$ cat config.mk
export PLATFORM = sky130hd
export DESIGN_NAME = lead_lag_filter
export DESIGN_NICKNAME = d
export VERILOG_FILES = /design/src/rtl/llf_pkg.sv /design/src/rtl/llf_serial_mul.sv /design/src/rtl/llf_seq.sv /design/src/rtl/llf_post.sv /design/src/rtl/lead_lag_filter.sv
export SDC_FILE = /design/constraint.sdc
export NUM_CORES = 1
export LEC_CHECK = 0
export CAP_MARGIN = 20
export CORE_MARGIN = 2
export CORE_UTILIZATION = 45
export CTS_CLUSTER_DIAMETER = 100
export DETAILED_ROUTE_END_ITERATION = 7
export PLACE_DENSITY = 0.61
export SLEW_MARGIN = 5
export SYNTH_ARGS = -nofsm -noshare
export SYNTH_HDL_FRONTEND = slang
export SYNTH_HIERARCHICAL = 1
export SYNTH_SLANG_ARGS = --single-unit
$ cat constraint.sdc
create_clock -name clk -period 6.3 [get_ports clk]
set_clock_uncertainty 0.05 [all_clocks]
set_input_delay 0.63 -clock clk [delete_from_list [all_inputs] [get_ports clk]]
set_output_delay 0.63 -clock clk [all_outputs]
set_load 0.005 [all_outputs]
$ cat src/rtl/llf_pkg.sv
package llf_pkg;

  // Sequencer states: waiting for a sample, computing, holding a result.
  typedef enum logic [1:0] {
    ST_IDLE = 2'd0,
    ST_RUN  = 2'd1,
    ST_HOLD = 2'd2
  } llf_state_e;

endpackage

$ cat src/rtl/llf_serial_mul.sv
// Parallel-serial multiplier: operand a is held in parallel, operand b is
// consumed one bit per clock LSB first. Result is valid BW clocks after start.
module llf_serial_mul #(
  parameter int AW      = 12,
  parameter int BW      = 18,
  parameter bit BSIGNED = 1'b1
) (
  input  logic                        clk,
  input  logic                        rst,
  input  logic                        start,
  input  logic signed [AW-1:0]        a,
  input  logic        [BW-1:0]        b,
  output logic signed [AW+BW-1:0]     prod
);
  localparam int RW = AW + BW;
  localparam int IW = $clog2(BW + 1);
  localparam logic [IW-1:0] LAST_IDX = IW'(BW - 1);

  logic signed [RW-1:0] acc;
  logic signed [RW-1:0] mcand;
  logic        [BW-1:0] mplier;
  logic        [IW-1:0] idx;
  logic                 run;
  logic                 last;
  logic                 neg_step;

  assign last = (idx == LAST_IDX);

  // The top serial bit carries negative weight only for a signed operand.
  generate
    if (BSIGNED) begin : g_signed
      assign neg_step = last;
    end else begin : g_unsigned
      assign neg_step = 1'b0;
    end
  endgenerate

  always_ff @(posedge clk) begin
    if (rst) begin
      acc    <= '0;
      mcand  <= '0;
      mplier <= '0;
      idx    <= '0;
      run    <= 1'b0;
    end else if (start) begin
      acc    <= '0;
      mcand  <= RW'(a);
      mplier <= b;
      idx    <= '0;
      run    <= 1'b1;
    end else if (run) begin
      if (mplier[0]) begin
        acc <= neg_step ? (acc - mcand) : (acc + mcand);
      end
      mcand  <= mcand <<< 1;
      mplier <= mplier >> 1;
      idx    <= idx + 1'b1;
      if (last) begin
        run <= 1'b0;
      end
    end
  end

  assign prod = acc;
endmodule

$ cat src/rtl/llf_seq.sv
// Run sequencer: handshake state and fixed-offset strobes within a run.
module llf_seq
  import llf_pkg::*;
#(
  parameter int LAT = 64,
  parameter int CW  = 18,
  parameter int GW  = 24
) (
  input  logic clk,
  input  logic rst,
  input  logic in_valid,
  input  logic out_ready,
  output logic in_ready,
  output logic out_valid,
  output logic accept,
  output logic sub_en,
  output logic gain_start,
  output logic fin_en
);
  localparam int CNW = $clog2(LAT);
  // First-stage products settle CW clocks after acceptance; the gain
  // product settles GW clocks after its load edge.
  localparam logic [CNW-1:0] C_SUB  = CNW'(CW);
  localparam logic [CNW-1:0] C_GST  = CNW'(CW + 1);
  localparam logic [CNW-1:0] C_FIN  = CNW'(CW + 2 + GW);
  localparam logic [CNW-1:0] C_LAST = CNW'(LAT - 1);

  llf_state_e       state;
  logic [CNW-1:0]   cnt;
  logic             running;

  assign running    = (state == ST_RUN);
  assign in_ready   = (state == ST_IDLE);
  assign out_valid  = (state == ST_HOLD);
  assign accept     = in_ready && in_valid;
  assign sub_en     = running && (cnt == C_SUB);
  assign gain_start = running && (cnt == C_GST);
  assign fin_en     = running && (cnt == C_FIN);

  always_ff @(posedge clk) begin
    if (rst) begin
      state <= ST_IDLE;
      cnt   <= '0;
    end else begin
      unique case (state)
        ST_IDLE: begin
          cnt <= '0;
          if (in_valid) state <= ST_RUN;
        end
        ST_RUN: begin
          cnt <= cnt + 1'b1;
          if (cnt == C_LAST) state <= ST_HOLD;
        end
        ST_HOLD: begin
          if (out_ready) state <= ST_IDLE;
        end
        default: state <= ST_IDLE;
      endcase
    end
  end
endmodule

$ cat src/rtl/llf_post.sv
// Rounds both products half up, adds them and clamps to the output width.
module llf_post #(
  parameter int PGW = 56,
  parameter int PBW = 42,
  parameter int GSH = 24,
  parameter int BSH = 16,
  parameter int DW  = 24
) (
  input  logic signed [PGW-1:0] pg,
  input  logic signed [PBW-1:0] pb,
  output logic signed [DW-1:0]  y
);
  localparam int SW = PGW + 1;
  localparam logic signed [PGW-1:0] HALF_G = PGW'(1) << (GSH - 1);
  localparam logic signed [PBW-1:0] HALF_B = PBW'(1) << (BSH - 1);
  localparam logic signed [SW-1:0]  MAXV   = (SW'(1) << (DW - 1)) - SW'(1);
  localparam logic signed [SW-1:0]  MINV   = ~MAXV;

  logic signed [PGW-1:0] t_gain;
  logic signed [PBW-1:0] t_lag;
  logic signed [SW-1:0]  sum;

  always_comb begin
    t_gain = (pg + HALF_G) >>> GSH;
    t_lag  = (pb + HALF_B) >>> BSH;
    sum    = SW'(t_gain) + SW'(t_lag);
    if (sum > MAXV) begin
      y = MAXV[DW-1:0];
    end else if (sum < MINV) begin
      y = MINV[DW-1:0];
    end else begin
      y = sum[DW-1:0];
    end
  end
endmodule

$ cat src/rtl/lead_lag_filter.sv
module lead_lag_filter #(
  parameter int XW  = 12,
  parameter int DW  = 24,
  parameter int CW  = 18,
  parameter int CFB = 16,
  parameter int GW  = 24,
  parameter int GFB = 8,
  parameter int PW  = 32,
  parameter int LAT = 64
) (
  input  logic                 clk,
  input  logic                 rst,
  input  logic        [GW-1:0] cfg_gain,
  input  logic        [CW-1:0] cfg_lead,
  input  logic        [CW-1:0] cfg_lag,
  input  logic                 in_valid,
  output logic                 in_ready,
  input  logic signed [XW-1:0] in_sample,
  output logic                 out_valid,
  input  logic                 out_ready,
  output logic signed [DW-1:0] out_sample
);
  localparam int PAW = XW + CW;
  localparam int PBW = DW + CW;
  localparam int PGW = PW + GW;

  logic accept, sub_en, gain_start, fin_en;

  logic signed [XW-1:0]  x_cur;
  logic signed [XW-1:0]  x_prev;
  logic signed [DW-1:0]  y_prev;
  logic signed [PW-1:0]  d_reg;
  logic signed [PAW-1:0] p_lead;
  logic signed [PBW-1:0] p_lag;
  logic signed [PGW-1:0] p_gain;
  logic signed [DW-1:0]  y_new;

  llf_seq #(.LAT(LAT), .CW(CW), .GW(GW)) u_seq (
    .clk        (clk),
    .rst        (rst),
    .in_valid   (in_valid),
    .out_ready  (out_ready),
    .in_ready   (in_ready),
    .out_valid  (out_valid),
    .accept     (accept),
    .sub_en     (sub_en),
    .gain_start (gain_start),
    .fin_en     (fin_en)
  );

  // Lead term A * x(n-1) and lag term B * y(n-1) run side by side.
  llf_serial_mul #(.AW(XW), .BW(CW), .BSIGNED(1'b1)) u_mul_lead (
    .clk   (clk),
    .rst   (rst),
    .start (accept),
    .a     (x_prev),
    .b     (cfg_lead),
    .prod  (p_lead)
  );

  llf_serial_mul #(.AW(DW), .BW(CW), .BSIGNED(1'b1)) u_mul_lag (
    .clk   (clk),
    .rst   (rst),
    .start (accept),
    .a     (y_prev),
    .b     (cfg_lag),
    .prod  (p_lag)
  );

  // Gain applied to the difference held in a PW-bit parallel register.
  llf_serial_mul #(.AW(PW), .BW(GW), .BSIGNED(1'b1)) u_mul_gain (
    .clk   (clk),
    .rst   (rst),
    .start (gain_start),
    .a     (d_reg),
    .b     (cfg_gain),
    .prod  (p_gain)
  );

  llf_post #(
    .PGW (PGW),
    .PBW (PBW),
    .GSH (GFB + CFB),
    .BSH (CFB),
    .DW  (DW)
  ) u_post (
    .pg (p_gain),
    .pb (p_lag),
    .y  (y_new)
  );

  always_ff @(posedge clk) begin
    if (rst) begin
      x_cur  <= '0;
      x_prev <= '0;
      y_prev <= '0;
      d_reg  <= '0;
    end else begin
      if (accept) begin
        x_cur <= in_sample;
      end
      if (sub_en) begin
        // Parallel subtract: new sample at 2^CFB scale minus the lead term.
        d_reg <= (PW'(x_cur) <<< CFB) - PW'(p_lead);
      end
      if (fin_en) begin
        x_prev <= x_cur;
        y_prev <= y_new;
      end
    end
  end

  assign out_sample = y_prev;
endmodule

==> reports/qor.log <==
[finish] fraction of final layout cells with drive strength greater than 1 5.05%
[finish] P&R area growth vs syn 11.0%
[die] total I/O pin count 102
[drt] total iterations of the first detailed-routing run 5
[global_route] first-pass GRT wire length 130,000 um
[finish] area used by multi-input combinational logic 0.0204 mm2
[critical_path] largest driver fanout on the critical path 23
[drt] wire per inst 17.0 um
[timing] final clock period utilization by the worst path 85.0%
[yosys] top cell type's share of synthesized area 28.2%
[drt] remaining antenna violation count 0
[die] die boundary height 262 um
[placement] total of buffers placed on input and output ports 101
[cts] clock buffer count from CTS 51
[finish] total area of sequential cells 0.00844 mm2
[timing] final hold violation count 0
[yosys] Post-Synthesis Cell Area 0.0299 mm2
[yosys] top flip-flop cell by instance count after synthesis dfxtp_1
[global_route] via count of the first global-routing pass 24,645
[yosys] Cells after Synth 3,842
[die] Die Width 262 um
[timing] fin crit period 5.36 ns
[yosys] most frequently used cell type in the post-synthesis netlist nor2_1
[die] Rows 94
[drt] total length of routed wires 80,100 um
[cts] number of sinks driven by the clock tree 421
[cts] post-CTS sizing 0
[yosys] number of synthesized register bits 421
[critical_path] data required time at the worst endpoint 6.74 ns
[yosys] synthesized net count 4,107
[yosys] Warnings, synthesis 6
[die] Core ar. 0.0659 mm2
[yosys] EDFF count, synth 0
[critical_path] data arrival time of the worst path 5.79 ns
[timing] peak clock frequency supported by timing 0.187 GHz
[yosys] area leader, netlist dfxtp_1
[finish] number of fill cells 6,500
[min_path] kind of path behind the tightest hold check in2reg
[status] outcome finished, final reports clean
[cts] htree depth 2
[drt] number of DRC markers in iteration 0 1,661
[placement] final RePlAce weighted congestion 0.903
[timing] actual slew at the worst max-slew pin 1.02 ns
[cts] Root Buffer clkbuf_16
[yosys] Netlist cell types 109
[die] starting utilization of the core area 45.5%
[pwr] pwr dens 200 mW/mm2
[critical_path] critical path start-end classification reg2reg
[timing] final setup violating endpoints 0
[timing] unrepaired setup endpoints after global routing no
[drt] count of vias placed by the detailed router 26,487
[timing] number of pins with negative max-slew slack in the final report 0
[finish] Net count, final 4,082
[critical_path] Worst setup EP type register
[global_route] overall track demand over capacity in global routing 22.9%
[yosys] post-synthesis async set-or-reset flop share 0%
[global_route] global route overflow 0
[cts] Reg clk slew, reported paths 0.06 ns
[cts] clock tree from TritonCTS built
[pwr] total power of the final layout 6.65 mW
[yosys] commonest cells in the netlist 587 x nor2_1, 421 x dfxtp_1, 402 x a21oi_1
[drt] drt via density 5.61
[placement] Detail Placement HPWL 58,600 um
[cts] number of hold buffers added after CTS 0
[drt] residual DRC count 0
[yosys] Mean Syn Cell Area 7.79 um2
[pwr] leakage power total 13.4 nW
[timing] setup TNS after final layout 0 ns
[cts] Longest Clk Path Bufs 3
[yosys] Seq/Total Area, Yosys 28.2%
[critical_path] CP startpoint kind register
[global_route] number of antenna violations at the first check in global routing 0
[timing] headroom to the max-slew limit 31.7%
[finish] Inserted Diodes 0
[die] die footprint 0.0686 mm2
[yosys] dominant cells by area after synthesis dfxtp_1 28%, ha_1 7.7%, nor2_1 7.4%
[global_route] maximum number of pins on one net before global-route repair 111
[pwr] highest ir drop seen on vdd 0.210 mV
[cts] total setup buffers inserted after CTS 0
[cts] clock insertion delay at the later pin of the skew report 0.62 ns
[job] count of max-cap constraint violations 0
layout make-up:
cell class / instances / share of cell area (%)
tap: 864 / 3.25
sequential: 421 / 25.4
inverter: 94 / 1.06
timing repair buffer: 133 / 3.77
clock buffer: 76 / 4.58
multi-input combinational: 3116 / 61.2
clock inverter: 19 / 0.738
cell usage in the layout (no fill, tap or decap), types with 32 or more instances in the layout:
| cell type | n |
|---|---|
| mux2i_1 | 186 |
| nor3_1 | 55 |
| clkbuf_16 | 52 |
| buf_4 | 32 |
| a21o_1 | 74 |
| clkdlybuf4s50_1 | 100 |
| nand3_1 | 74 |
| nand4_1 | 52 |
| a211oi_1 | 94 |
| inv_1 | 94 |
| dfxtp_1 | 418 |
| xor2_1 | 134 |
| a21oi_1 | 402 |
| xnor2_1 | 200 |
| nor2b_1 | 81 |
| nor2_1 | 587 |
| o21ai_0 | 129 |
| ha_1 | 185 |
| nand2_1 | 307 |
routing by layer:
metal | up-vias | GRT usage, % | routed length [um]
li1 | 13656 | - | -
met1 | 12319 | 30.7 | 38500
met5 | - | 0 | 0
met2 | 395 | 38.5 | 37100
met4 | 0 | 6.75 | 1940
met3 | 117 | 2.68 | 2600
worst max-delay path: stages (launching register included):
cell       delay, ns
dfxtp_1         0.43
and3_1          0.22
and2_1          0.17
and3_1          0.25
and3_1          0.26
nand2_1         0.09
nor2_1          0.22
nand3_1         0.13
xnor2_1         0.54
ha_1            0.42
nand4_1         0.26
nor2_1          0.11
o2bb2ai_1       0.15
or4_1           0.48
o22ai_1         0.27
xor2_1          0.23
nand2_1         0.11
o41ai_4         0.20
buf_4           0.29
o21ai_1         0.12
mux2i_1         0.16
nor2_1          0.06
path summary, 6_finish.rpt:
| kind | cells after the start | slack [ns] | to | from |
|---|---|---|---|---|
| max | 21 | 0.94 | out_sample[16] | u_mul_lag/prod[17] |
| min | 2 | 0.31 | u_mul_gain/mplier[10] | rst |
| max reg2reg | 21 | 0.94 | out_sample[16] | u_mul_lag/prod[17] |
| min reg2reg | 2 | 0.40 | d_reg[24] | d_reg[24] |
metrics by stage:
| step | hold WS, ns | util, % | setup WS [ns] | instances | area (um2) |
|---|---|---|---|---|---|
| after floorplan | 0.376 | - | 1.69 | 3842 | 29900 |
| after global placement | 0.397 | 47.8 | 1.11 | 4628 | 31500 |
| after detailed placement | 0.396 | 47.8 | 1.07 | 4628 | 31500 |
| after CTS | 0.285 | 50.5 | 1.01 | 4723 | 33200 |
| after global routing | 0.319 | 50.5 | 0.511 | 4723 | 33200 |
| final | 0.310 | 50.5 | 0.944 | 4723 | 33200 |
where the power goes:
group	total, mW	switching (mW)	internal (mW)
clock	3.08	1.24	1.84
combinational	0.812	0.479	0.333
sequential	2.76	0.0547	2.71
total	6.65	1.77	4.88
cells by family (layout without fill, tap and decap cells):
kind of cell | after synthesis | in the layout | synth area share [%]
simple gates | 1389 | 1389 | 22.2
buf+inv | 305 | 322 | 4.00
compound gates | 1014 | 1014 | 21.5
flops | 421 | 421 | 28.2
fa+ha+maj | 189 | 189 | 8.00
mux | 189 | 189 | 6.36
xor+xnor | 335 | 335 | 9.83
Note: power is estimated with default switching activity, not from simulation.
